## src/rtl/rtc_pirq_pkg.sv

```systemverilog
package rtc_pirq_pkg;

  localparam int REG_W  = 8;
  localparam int ADDR_W = 4;
  localparam int SEL_W  = 4;
  localparam int CNT_W  = 16;

  localparam logic [ADDR_W-1:0] ADDR_RATE   = 4'hA;
  localparam logic [ADDR_W-1:0] ADDR_ENABLE = 4'hB;
  localparam logic [ADDR_W-1:0] ADDR_STATUS = 4'hC;

  // enable bits share positions with the status bits they guard
  localparam int BIT_SUMMARY  = 7;
  localparam int BIT_PERIODIC = 6;
  localparam int BIT_ALARM    = 5;
  localparam int BIT_UPDATE   = 4;

  // selectors 1 and 2 are folded up onto slower rates
  function automatic logic [SEL_W:0] effective_sel(input logic [SEL_W-1:0] sel);
    if (sel == 4'd1 || sel == 4'd2)
      return {1'b0, sel} + 5'd7;
    return {1'b0, sel};
  endfunction

  // ticks per periodic event, 0 when the selector disables the divider
  function automatic logic [31:0] period_ticks(input logic [SEL_W-1:0] sel);
    logic [SEL_W:0] e;
    e = effective_sel(sel);
    if (e == '0)
      return 32'd0;
    return 32'd1 << (e - 5'd1);
  endfunction

  // status byte contributed by one event kind
  function automatic logic [REG_W-1:0] flag_byte(input int which);
    logic [REG_W-1:0] b;
    b = '0;
    b[BIT_SUMMARY] = 1'b1;
    b[which]       = 1'b1;
    return b;
  endfunction

endpackage

```

## src/rtl/rtc_pirq_regs.sv

```systemverilog
module rtc_pirq_regs
  import rtc_pirq_pkg::*;
#(
  parameter int DW = REG_W,
  parameter int AW = ADDR_W
) (
  input  logic          clk,
  input  logic          rst,
  input  logic          wr_en,
  input  logic [AW-1:0] addr,
  input  logic [DW-1:0] wr_data,
  output logic [DW-1:0] rate_reg,
  output logic [DW-1:0] enable_reg,
  output logic          cfg_reload
);

  logic hit_rate, hit_enable;
  assign hit_rate   = wr_en && (addr == ADDR_RATE);
  assign hit_enable = wr_en && (addr == ADDR_ENABLE);

  always_ff @(posedge clk) begin
    if (rst) begin
      rate_reg   <= '0;
      enable_reg <= '0;
      cfg_reload <= 1'b0;
    end else begin
      if (hit_rate)   rate_reg   <= wr_data;
      if (hit_enable) enable_reg <= wr_data;
      cfg_reload <= hit_rate || hit_enable;
    end
  end

  // the reload request follows every configuration write by one clock
  a_r10_reload_follows_write: assert property (@(posedge clk) disable iff (rst)
    (wr_en && (addr == ADDR_RATE || addr == ADDR_ENABLE)) |=> cfg_reload);

  // the status address never touches the configuration bytes
  a_r2_status_write_ignored: assert property (@(posedge clk) disable iff (rst)
    (wr_en && addr == ADDR_STATUS) |=> ($stable(rate_reg) && $stable(enable_reg)));

endmodule

```

## src/rtl/rtc_pirq_divider.sv

```systemverilog
module rtc_pirq_divider
  import rtc_pirq_pkg::*;
#(
  parameter int SW = SEL_W,
  parameter int CW = CNT_W
) (
  input  logic          clk,
  input  logic          rst,
  input  logic          tick,
  input  logic [SW-1:0] sel,
  input  logic          periodic_en,
  input  logic          legacy_mode,
  input  logic          reload,
  output logic          per_fire,
  output logic          div_run
);

  logic [CW-1:0] cnt;
  logic [CW-1:0] period;
  logic          expiring;

  assign period   = CW'(period_ticks(sel));
  assign div_run  = (sel != '0) && periodic_en && !legacy_mode;
  assign expiring = (cnt <= CW'(1));
  assign per_fire = div_run && !reload && tick && expiring;

  always_ff @(posedge clk) begin
    if (rst)
      cnt <= '0;
    else if (!div_run || reload)
      cnt <= period;
    else if (tick)
      cnt <= expiring ? period : cnt - CW'(1);
  end

  // a stopped divider sits at its full period
  a_r9_stopped_holds_period: assert property (@(posedge clk) disable iff (rst)
    !div_run |=> (cnt == $past(period)));

  // a reload request restarts the count from the full period
  a_r10_reload_restarts: assert property (@(posedge clk) disable iff (rst)
    reload |=> (cnt == $past(period)));

  // a running divider stays inside its period
  a_r4_count_in_range: assert property (@(posedge clk) disable iff (rst)
    (div_run && $past(div_run) && !$past(reload) && $stable(sel)) |-> (cnt <= period));

endmodule

```

## src/rtl/rtc_pirq_flags.sv

```systemverilog
module rtc_pirq_flags
  import rtc_pirq_pkg::*;
#(
  parameter int DW = REG_W
) (
  input  logic          clk,
  input  logic          rst,
  input  logic          per_fire,
  input  logic          evt_alarm,
  input  logic          evt_update,
  input  logic          alarm_en,
  input  logic          update_en,
  input  logic          legacy_mode,
  input  logic          rd_clear,
  output logic [DW-1:0] status,
  output logic          irq
);

  logic [DW-1:0] set_bits;
  logic          raise_req;
  logic          raise_ok;

  always_comb begin
    set_bits = '0;
    if (per_fire)                set_bits = set_bits | flag_byte(BIT_PERIODIC);
    if (evt_alarm && alarm_en)   set_bits = set_bits | flag_byte(BIT_ALARM);
    if (evt_update && update_en) set_bits = set_bits | flag_byte(BIT_UPDATE);
  end

  assign raise_req = |set_bits;
  assign raise_ok  = raise_req && !legacy_mode;

  always_ff @(posedge clk) begin
    if (rst) begin
      status <= '0;
      irq    <= 1'b0;
    end else begin
      status <= (rd_clear ? '0 : status) | set_bits;
      if (raise_ok)
        irq <= 1'b1;
      else if (rd_clear)
        irq <= 1'b0;
    end
  end

  // legacy mode never lets the line rise
  a_r7_no_raise_in_legacy: assert property (@(posedge clk) disable iff (rst)
    (legacy_mode && !irq) |=> !irq);

  // a status read lowers the line unless a fresh raise arrives with it
  a_r8_read_lowers: assert property (@(posedge clk) disable iff (rst)
    (rd_clear && !raise_ok) |=> !irq);

  // the line is high only with the summary flag recorded
  a_r6_irq_has_summary: assert property (@(posedge clk) disable iff (rst)
    irq |-> status[BIT_SUMMARY]);

  // a periodic expiry leaves both periodic flags set
  a_r4_fire_sets_flags: assert property (@(posedge clk) disable iff (rst)
    per_fire |=> (status[BIT_SUMMARY] && status[BIT_PERIODIC]));

  // a disabled alarm pulse alone never changes the alarm flag
  a_r5_alarm_gated: assert property (@(posedge clk) disable iff (rst)
    (evt_alarm && !alarm_en && !rd_clear) |=> $stable(status[BIT_ALARM]));

endmodule

```

## src/rtl/rtc_pirq_unit.sv

```systemverilog
module rtc_pirq_unit
  import rtc_pirq_pkg::*;
#(
  parameter int DW = REG_W,
  parameter int AW = ADDR_W,
  parameter int SW = SEL_W,
  parameter int CW = CNT_W
) (
  input  logic          clk,
  input  logic          rst,
  input  logic          tick,
  input  logic          legacy_mode,
  input  logic          evt_alarm,
  input  logic          evt_update,
  input  logic          wr_en,
  input  logic          rd_en,
  input  logic [AW-1:0] addr,
  input  logic [DW-1:0] wr_data,
  output logic [DW-1:0] rd_data,
  output logic          irq
);

  logic [DW-1:0] rate_reg, enable_reg, status;
  logic          cfg_reload, per_fire, div_run, rd_clear;

  assign rd_clear = rd_en && (addr == ADDR_STATUS);

  rtc_pirq_regs #(.DW(DW), .AW(AW)) regs_i (
    .clk        (clk),
    .rst        (rst),
    .wr_en      (wr_en),
    .addr       (addr),
    .wr_data    (wr_data),
    .rate_reg   (rate_reg),
    .enable_reg (enable_reg),
    .cfg_reload (cfg_reload)
  );

  rtc_pirq_divider #(.SW(SW), .CW(CW)) div_i (
    .clk         (clk),
    .rst         (rst),
    .tick        (tick),
    .sel         (rate_reg[SW-1:0]),
    .periodic_en (enable_reg[BIT_PERIODIC]),
    .legacy_mode (legacy_mode),
    .reload      (cfg_reload),
    .per_fire    (per_fire),
    .div_run     (div_run)
  );

  rtc_pirq_flags #(.DW(DW)) flags_i (
    .clk         (clk),
    .rst         (rst),
    .per_fire    (per_fire),
    .evt_alarm   (evt_alarm),
    .evt_update  (evt_update),
    .alarm_en    (enable_reg[BIT_ALARM]),
    .update_en   (enable_reg[BIT_UPDATE]),
    .legacy_mode (legacy_mode),
    .rd_clear    (rd_clear),
    .status      (status),
    .irq         (irq)
  );

  always_comb begin
    unique case (addr)
      ADDR_RATE:   rd_data = rate_reg;
      ADDR_ENABLE: rd_data = enable_reg;
      ADDR_STATUS: rd_data = status;
      default:     rd_data = '0;
    endcase
  end

  // legacy mode keeps the divider from firing at all
  a_r9_legacy_no_fire: assert property (@(posedge clk) disable iff (rst)
    legacy_mode |=> !$rose(status[BIT_PERIODIC]) || $past(per_fire));

  // the clock after reset leaves the line low
  a_r1_reset_quiet: assert property (@(posedge clk)
    $past(rst) |-> !irq);

endmodule

```

## config.mk

```make
export PLATFORM = sky130hd
export DESIGN_NAME = rtc_pirq_unit
export DESIGN_NICKNAME = d
export VERILOG_FILES = /design/src/rtl/rtc_pirq_pkg.sv /design/src/rtl/rtc_pirq_regs.sv /design/src/rtl/rtc_pirq_divider.sv /design/src/rtl/rtc_pirq_flags.sv /design/src/rtl/rtc_pirq_unit.sv
export SDC_FILE = /design/constraint.sdc
export NUM_CORES = 1
export LEC_CHECK = 0
export BUFFER_PORTS_ARGS = -buffer_cell sky130_fd_sc_hd__buf_2
export CORE_MARGIN = 3
export CORE_UTILIZATION = 58
export CTS_CLUSTER_DIAMETER = 100
export CTS_CLUSTER_SIZE = 28
export DETAILED_ROUTE_END_ITERATION = 8
export HOLD_SLACK_MARGIN = 0.1
export PLACE_DENSITY = 0.81
export SLEW_MARGIN = 20
export SYNTH_ARGS = -nofsm -noshare
export SYNTH_HDL_FRONTEND = slang
export SYNTH_SLANG_ARGS = --single-unit
export TNS_END_PERCENT = 1
```

## constraint.sdc

```tcl
create_clock -name clk -period 2.7 [get_ports clk]
set_clock_uncertainty 0.1 [all_clocks]
set_input_delay 0.54 -clock clk [delete_from_list [all_inputs] [get_ports clk]]
set_output_delay 0.54 -clock clk [all_outputs]
set_load 0.03 [all_outputs]
```

==> impl_metrics.env, run 1 <==
export IMPL_outcome="completed"
export IMPL_start_kind="register"
export IMPL_synth_area_per_cell_um2=8.239
export IMPL_ios=29
export IMPL_min_to="flags_i.status[5]"
export IMPL_grt_pass1_wl_um=9128
export IMPL_clock_tree_root_cell="clkbuf_8"
export IMPL_cts_buffers=5
export IMPL_final_common_cell="dfxtp_1"
export IMPL_relSlewSlack_pct=62.74
export IMPL_cts_buffer_depth=2
export IMPL_port_buffers=28
export IMPL_synth_cell_types=54
export IMPL_grt_pass1_vias=1973
export IMPL_synth_edf_count=0
export IMPL_critical_path_required_ns=2.83
export IMPL_yosysSeqAreaShare_pct=33.33
export IMPL_maxSlewViolCount=0
export IMPL_overflow=0
export IMPL_grt_setup_unrepaired="false"
export IMPL_htreeDepth=2
export IMPL_final_cell_mix="dfxtp_1, nor2_1, mux2i_1, buf_2, nand2_1"
export IMPL_die_h_um=68.73
export IMPL_syn_area_mm2=0.002282
export IMPL_clock_latency_ns=0.30
export IMPL_min_period_ns=2.365
export IMPL_r2r_start="regs_i.rate_reg[0]"
export IMPL_crit_path_end_kind="register"
export IMPL_grt_max_degree=26
export IMPL_worstSetupPathType="reg2reg"
export IMPL_synth_fp_nets=304
export IMPL_ctsResizeCount=0
export IMPL_hp_class="reg2reg"
export IMPL_tightest_slew_ns=0.5573
export IMPL_ir_drop_mv=0.3761
export IMPL_post_route_drc_count=0
export IMPL_final_area_mm2=0.002586
export IMPL_cp_max_fo=14
export IMPL_fin_nets=335
export IMPL_crit_arrival_ns=2.49
export IMPL_yosysWarnings=0
export IMPL_core_mm2=0.003716
export IMPL_grt_usage_pct=25.52
export IMPL_place_congestion=0.9156
export IMPL_antenna_found_initial=0
export IMPL_wl_per_cell_um=15.91
export IMPL_via_count=2187
export IMPL_num_antenna_cells=0
export IMPL_holdPathStages=2
export IMPL_post_cts_setup_buffers=0
export IMPL_r2r_cells=7
export IMPL_fmax_ghz=0.4228
export IMPL_cts_tree="done"
export IMPL_initialDrtViolationCount=212
export IMPL_die_area_mm2=0.004724
export IMPL_async_flop_share_pct=0
export IMPL_largest_register_ff_count=16
export IMPL_holdBufCountCts=0
export IMPL_antenna_left=0
export IMPL_yosysTopAreaCellShare_pct=33.33
export IMPL_synthCells=277
export IMPL_drive_gt1_share_pct=16.50
export IMPL_finalCritPeriodShare_pct=87.59
export IMPL_rows=22
export IMPL_synth_area_leaders="dfxtp_1, mux2i_1, nor2_1"
export IMPL_postPlaceCellArea_mm2=0.002500
export IMPL_yosysTopAreaCell="dfxtp_1"
export IMPL_start_util_pct=61.41
export IMPL_setup_viol=0
export IMPL_worst_r2r_endpoint="div_i.cnt[8]"
export IMPL_cts_sinks=38
export IMPL_min_delay_start="flags_i.status[5]"
export IMPL_leakage_uw=0.001082
export IMPL_rrSetupSlack_ns=0.33
export IMPL_final_setup_tns_ns=0
export IMPL_ys_flop_type="dfxtp_1"
export IMPL_hpwl_um=4182
export IMPL_cap_violations=0
export IMPL_viasPerCell=6.126
export IMPL_die_w_um=68.73
export IMPL_clk_pin_slew_ns=0.08
export IMPL_final_hold_viol_count=0
export IMPL_area_growth_pct=13.32
export IMPL_power_density_mw_per_mm2=404.1
export IMPL_dr_pass1_iters=5
export IMPL_wl_um=5679
export IMPL_synth_seq_cells=38
==> kinds of logic (layout without fill, tap and decap cells) <==
| kind of cell | Yosys count | in the layout | share of synthesized area [%] |
|---|---|---|---|
| XOR/XNOR | 4 | 4 | 1.535 |
| buffers and inverters | 24 | 56 | 4.167 |
| flip-flops | 38 | 38 | 33.33 |
| AO/OA/AOI/OAI | 63 | 63 | 19.46 |
| multiplexers | 28 | 28 | 12.28 |
| AND/OR/NAND/NOR | 113 | 113 | 25.38 |
| adder cells (fa/ha/maj) | 7 | 7 | 3.838 |
==> cells in the mapped netlist (all sizes together), types with 2 or more instances <==
library cell / count
dfxtp: 38
nor2: 37
mux2i: 28
nand2: 24
a21oi: 15
clkbuf: 10
inv: 10
a31oi: 8
o21ai: 8
ha: 7
nor3: 7
nand3: 6
nand2b: 5
or3: 5
buf: 4
nand3b: 4
nor4: 4
o32ai: 4
or4: 4
nor3b: 3
o211ai: 3
o31ai: 3
xnor2: 3
a2111oi: 2
a211oi: 2
a221oi: 2
a22oi: 2
a2bb2oi: 2
and2: 2
nand4: 2
nand4b: 2
o22ai: 2
o311ai: 2
or2: 2
==> power by group <==
part	total (µW)	internal (µW)	switching, µW	leakage (µW)
sequential	568	564	4.10	0.000306
clock	396	182	214	0.0000452
combinational	80.7	32.9	47.8	0.000730
total	1040	779	266	0.00108
==> layout make-up <==
type,instances,area [µm²]
well taps,48,60.06
fillers,305,1130
flip-flops and latches,38,760.7
clock buffers,6,72.57
repair buffers,38,215.2
clock inverters,2,13.76
inverters,10,37.54
multi-input cells,215,1426
==> per-stage QoR <==
stage | setup slack, ns | hold WS [ns] | util [%] | total power, µW | std cells
finish | 0.3350 | 0.3691 | 69.60 | 1045 | 357
global placement | 0.4278 | 0.3472 | 67.27 | 659.0 | 349
CTS | 0.3750 | 0.3703 | 69.60 | 1045 | 357
global route | 0.1051 | 0.3930 | 69.60 | 1080 | 357
detailed placement | 0.3927 | 0.3589 | 67.27 | 660.6 | 349
floorplan | 0.2974 | 0.3366 | - | 629.0 | 277
==> critical path, stage by stage, from the launching register on <==
cell     delay (ns)
dfxtp_1        0.46
inv_1          0.14
ha_1           0.22
or3b_1         0.19
and4b_1        0.55
nor3b_1        0.12
o32a_1         0.34
nor3_1         0.16
==> worst max-delay path by stage <==
stage / depth (start not counted) / slack, ns / start / end
2_1_floorplan: 3 / 0.30 / addr[0] / rd_data[4]
3_3_place_gp: 7 / 0.43 / regs_i.rate_reg[0] / div_i.cnt[8]
4_1_cts: 7 / 0.38 / regs_i.rate_reg[0] / div_i.cnt[8]
6_report: 7 / 0.33 / regs_i.rate_reg[0] / div_i.cnt[8]
3_5_place_dp: 5 / 0.39 / addr[0] / rd_data[4]
5_1_grt: 7 / 0.11 / regs_i.rate_reg[0] / div_i.cnt[8]
==> per-layer routing <==
layer	share of wire, %	vias to the layer above	routed length [µm]	track usage [%]
li1	-	1086	-	-
met1	46	1006	2599	35.41
met2	46	82	2603	37.78
met3	6.6	13	372	6.483
met4	1.8	0	103	9.732
met5	0	-	0	0
Note: power is estimated with default switching activity, not from simulation.
==> inputs of run 2 (changes only) <==
Settings changed: RECOVER_POWER set to 100.
==> run 2 against run 1 <==
- clock-buffer cell count is the same
- sequential power is essentially flat
- global-route usage is the same
- critical endpoint is now rd_data[4]
- largest power group unchanged
==> impl_metrics.env, run 2 (synthesis results as in run 1) <==
export IMPL_ir_drop_mv=0.3760
export IMPL_die_w_um=68.73
export IMPL_wl_um=5699
export IMPL_setup_slack_ns=0.2567
export IMPL_finalCritPeriodShare_pct=90.49
export IMPL_multi_input_area_mm2=0.001426
export IMPL_fmax_ghz=0.4093
export IMPL_met1_length_um=2608
export IMPL_critical_path_required_ns=2.06
export IMPL_critical_path_cell_count=5
export IMPL_ff_latch_area_um2=760.7
export IMPL_leakage_uw=0.001029
export IMPL_area_growth_pct=12.28
export IMPL_overflow=0
export IMPL_grt_pass1_wl_um=9128
export IMPL_crit_buf_inv=2
export IMPL_min_delay_start="flags_i.status[5]"
export IMPL_post_route_drc_count=0
export IMPL_largest_register_ff_count=16
export IMPL_num_antenna_cells=0
export IMPL_setup_viol=0
export IMPL_slowest_stage="nor3_1"
export IMPL_relSlewSlack_pct=23.06
export IMPL_grt_pass1_vias=1973
export IMPL_antenna_left=0
export IMPL_grt_usage_pct=25.52
export IMPL_drive_gt1_share_pct=11.97
export IMPL_cap_violations=0
export IMPL_critPathTopFamily="simple AND/OR/NAND/NOR gates"
export IMPL_die_area_mm2=0.004724
export IMPL_outcome="completed"
export IMPL_cts_tree="done"
export IMPL_start_kind="primary input"
export IMPL_p_sw_share_pct=25.61
export IMPL_wl_per_cell_um=15.96
export IMPL_clock_tree_root_cell="clkbuf_8"
export IMPL_tightest_slew_ns=1.154
export IMPL_startpoint="addr[0]"
export IMPL_antenna_found_initial=0
export IMPL_ios=29
export IMPL_p_total_uw=1047
export IMPL_post_route_util_pct=68.96
export IMPL_rows=22
export IMPL_place_congestion=0.9156
export IMPL_die_h_um=68.73
export IMPL_hp_class="reg2reg"
export IMPL_hold_slack_ns=0.3709
export IMPL_cts_buffer_depth=2
export IMPL_via_count=2195
export IMPL_port_buffers=28
export IMPL_slowest_delay_ns=0.51
export IMPL_min_period_ns=2.443
export IMPL_wl_met3_um=363
export IMPL_pwr_share_comb_pct=7.6
export IMPL_cts_buffers=5
export IMPL_viasPerCell=6.148
export IMPL_r2r_start="regs_i.rate_reg[0]"
export IMPL_hpwl_um=4182
export IMPL_final_cell_mix="dfxtp_1, nor2_1, mux2i_1"
export IMPL_holdPathStages=2
export IMPL_r2r_cells=8
export IMPL_final_hold_viol_count=0
export IMPL_clkPwrFrac_pct=38.1
export IMPL_cp_max_fo=11
export IMPL_worstSetupPathType="in2out"
export IMPL_crit_arrival_ns=1.80
export IMPL_clock_latency_ns=0.30
export IMPL_power_density_mw_per_mm2=408.5
export IMPL_start_util_pct=61.41
export IMPL_p_int_uw=778.6
export IMPL_cts_sinks=38
export IMPL_maxSlewViolCount=0
export IMPL_switchingPower_uw=268.1
export IMPL_n_fill_cell=314
export IMPL_final_common_cell="dfxtp_1"
export IMPL_path_cells="buf_2 > nor3_1 > nand2_1 > o21ai_0 > clkbuf_1"
export IMPL_core_mm2=0.003716
export IMPL_fin_nets=335
export IMPL_htreeDepth=2
export IMPL_pre_cts_ws_ns=0.3927
export IMPL_post_cts_setup_buffers=0
export IMPL_crit_path_end_kind="output port"
export IMPL_dr_wl_met2_um=2625
export IMPL_grt_setup_unrepaired="false"
export IMPL_clk_pin_slew_ns=0.08
export IMPL_initialDrtViolationCount=248
export IMPL_holdBufCountCts=0
export IMPL_final_setup_tns_ns=0
export IMPL_dr_pass1_iters=5
export IMPL_ctsResizeCount=0
export IMPL_grt_max_degree=26
export IMPL_routed_top_layer="met4"
export IMPL_pwr_share_seq_pct=54.3
## run 2: cell types whose count changed in the layout (fill, tap and decap cells not counted), sizes merged
cell    delta
buf       -13
clkbuf    +13
## run 2: metrics by stage
step | cell area, µm² | std cells
CTS | 2586 | 357
floorplan | 2282 | 277
global placement | 2500 | 349
finish | 2562 | 357
detailed placement | 2500 | 349
global route | 2562 | 357
## run 2: worst paths after layout
path | endpoint | slack, ns
worst max register to register | div_i.cnt[2] | 0.26
worst min-delay path | flags_i.status[5] | 0.37
worst min register to register | flags_i.status[5] | 0.37
worst max-delay path | rd_data[4] | 0.26
## run 2: power by group through the flow
stage / Clock, µW / Combinational (µW) / Sequential (µW)
5_1_grt: 424 / 86.6 / 569
4_1_cts: 398 / 79.5 / 568
2_1_floorplan: 0 / 48.9 / 580
3_3_place_gp: 0 / 77.7 / 581
6_report: 398 / 79.9 / 568
3_5_place_dp: 0 / 79.1 / 582
## run 2: layout make-up
type	instances	share of cell area (%)
Multi-Input combinational cell	215	55.66
Timing Repair Buffer	38	7.471
Sequential cell	38	29.69
Inverter	10	1.465
Tap cell	48	2.344
Clock buffer	6	2.832
Clock inverter	2	0.5371
## run 2: routing by layer
metal	track usage, %	vias up
met5	0	-
met4	9.732	0
met3	6.483	13
met2	37.78	73
met1	35.41	1022
li1	-	1087
## run 2: worst reg2reg max path: stages (launching register included)
cell and delay (ns):
dfxtp_1 0.38, inv_1 0.16, ha_1 0.17, or3b_1 0.38, nand3_1 0.22, a31o_1 0.28, clkbuf_1 0.29, nand4_1 0.22
a21oi_1 0.17
==> inputs of run 3 (changes only) <==
Settings changed: CORE_UTILIZATION 58 to 52, PLACE_DENSITY 0.81 to 0.77.
Clock period 2.7 ns to 2.1 ns, I/O delays scaled along.
==> run 3 against run 2 <==
- non-clock buffer count rose by 23
- cell count rose by 7.0%
- total power rose by 32%
- die area rose by 11%
==> impl_metrics.env, run 3 (synthesis results as in run 1) <==
export IMPL_antenna_found_initial=0
export IMPL_cap_violations=0
export IMPL_setup_slack_ns=0.02023
export IMPL_hp_class="in2reg"
export IMPL_cts_sinks=38
export IMPL_dpl_cell_count=373
export IMPL_fin_nets=358
export IMPL_start_kind="register"
export IMPL_relSlewSlack_pct=65.93
export IMPL_cts_buffer_depth=2
export IMPL_leakage_uw=0.001213
export IMPL_post_route_util_pct=69.29
export IMPL_clkPwrFrac_pct=38.6
export IMPL_setup_viol=0
export IMPL_pwr_share_seq_pct=52.8
export IMPL_critical_path_required_ns=2.17
export IMPL_rows=23
export IMPL_pre_cts_ws_ns=0.04917
export IMPL_ff_latch_area_um2=764.5
export IMPL_viasPerCell=5.953
export IMPL_n_fill_cell=336
export IMPL_overflow=0
export IMPL_postPlaceCellArea_mm2=0.002674
export IMPL_initialDrtViolationCount=242
export IMPL_multi_input_area_mm2=0.001509
export IMPL_cp_max_fo=4
export IMPL_via_count=2274
export IMPL_ir_drop_mv=0.3533
export IMPL_switchingPower_uw=341.7
export IMPL_num_antenna_cells=0
export IMPL_r2r_cells=5
export IMPL_cts_tree="done"
export IMPL_rrSetupSlack_ns=0.02
export IMPL_p_int_uw=1040
export IMPL_start_util_pct=55.46
export IMPL_final_cell_mix="nor2_1, dfxtp_1, buf_4"
export IMPL_outcome="completed"
export IMPL_p_total_uw=1381
export IMPL_worst_r2r_endpoint="div_i.cnt[13]"
export IMPL_final_hold_viol_count=0
export IMPL_grt_pass1_vias=2105
export IMPL_clk_pin_slew_ns=0.08
export IMPL_largest_register_ff_count=16
export IMPL_endpoint="div_i.cnt[13]"
export IMPL_startpoint="div_i.cnt[0]"
export IMPL_clock_tree_root_cell="clkbuf_8"
export IMPL_antenna_left=0
export IMPL_pwr_share_comb_pct=8.6
export IMPL_crit_path_end_kind="register"
export IMPL_wl_um=6263
export IMPL_die_w_um=72.25
export IMPL_stdcell_count=382
export IMPL_ios=29
export IMPL_tightest_slew_ns=0.5097
export IMPL_holdBufCountCts=0
export IMPL_p_sw_share_pct=24.73
export IMPL_grt_max_degree=28
export IMPL_worstSetupPathType="reg2reg"
export IMPL_dr_pass1_iters=5
export IMPL_fmax_ghz=0.4808
export IMPL_die_area_mm2=0.005220
export IMPL_grt_setup_unrepaired="true"
export IMPL_hpwl_um=4546
export IMPL_wl_per_cell_um=16.40
export IMPL_r2r_start="div_i.cnt[0]"
export IMPL_post_route_drc_count=0
export IMPL_cts_buffers=5
export IMPL_grt_pass1_wl_um=9977
export IMPL_grt_usage_pct=24.12
export IMPL_final_area_mm2=0.002851
export IMPL_area_growth_pct=24.94
export IMPL_clock_latency_ns=0.29
export IMPL_port_buffers=28
export IMPL_core_mm2=0.004115
export IMPL_final_common_cell="nor2_1"
export IMPL_drive_gt1_share_pct=26.51
export IMPL_htreeDepth=2
export IMPL_power_density_mw_per_mm2=484.5
export IMPL_finalCritPeriodShare_pct=99.04
export IMPL_maxSlewViolCount=0
export IMPL_min_period_ns=2.080
export IMPL_die_h_um=72.25
export IMPL_crit_arrival_ns=2.15
export IMPL_place_congestion=0.9403
==> run 3: power groups by stage <==
stage / Combinational, µW / Sequential (µW) / Clock, µW
after floorplan: 63.3 / 746 / 0
after global placement: 110 / 746 / 0
after detailed placement: 112 / 746 / 0
after CTS: 112 / 729 / 546
after global routing: 129 / 730 / 578
final: 119 / 729 / 534
==> run 3: layout make-up <==
class / instances / area share, %
clock buffers: 6 / 2.896
clock inverters: 2 / 0.4388
inverters: 10 / 1.316
multi-input cells: 215 / 52.92
flip-flops and latches: 38 / 26.81
well taps: 50 / 2.194
repair buffers: 61 / 13.43
==> run 3: routing by layer <==
metal / part of all wire [%] / routed length [µm] / GRT usage, %
met5: 0 / 0 / 0
met4: 2.1 / 134 / 10.23
met3: 4.3 / 267 / 4.571
met2: 48 / 2990 / 37.31
met1: 46 / 2870 / 32.76
==> run 3: critical path, stage by stage, from the launching register on <==
cell and delay, ns:
dfxtp_2 0.34, or4_4 0.55, or3_4 0.41, or3_1 0.34, a21oi_2 0.14, o311ai_1 0.08
==> run 3: through the flow <==
step / setup TNS, ns / hold WS [ns]
2_1_floorplan: -0.4456 / 0.3366
6_report: 0 / 0.2781
4_1_cts: 0 / 0.2719
5_1_grt: -0.2274 / 0.2912
3_3_place_gp: 0 / 0.3470
3_5_place_dp: 0 / 0.3533
==> run 3: repair_timing <==
action / CTS / global route
resized for setup: 0 / 19
setup endpoints to repair: 0 / 13
setup buffers: 0 / 1
==> run 3: worst min path at each step <==
stage,from,endpoint,slack [ns],cells after the start
after floorplan,flags_i.status[4],flags_i.status[4],0.34,2
after global placement,flags_i.status[5],flags_i.status[5],0.35,2
after detailed placement,flags_i.status[5],flags_i.status[5],0.35,2
after CTS,wr_data[1],regs_i.enable_reg[1],0.27,3
after global routing,evt_alarm,flags_i.status[5],0.29,3
final,wr_data[1],regs_i.enable_reg[1],0.28,3
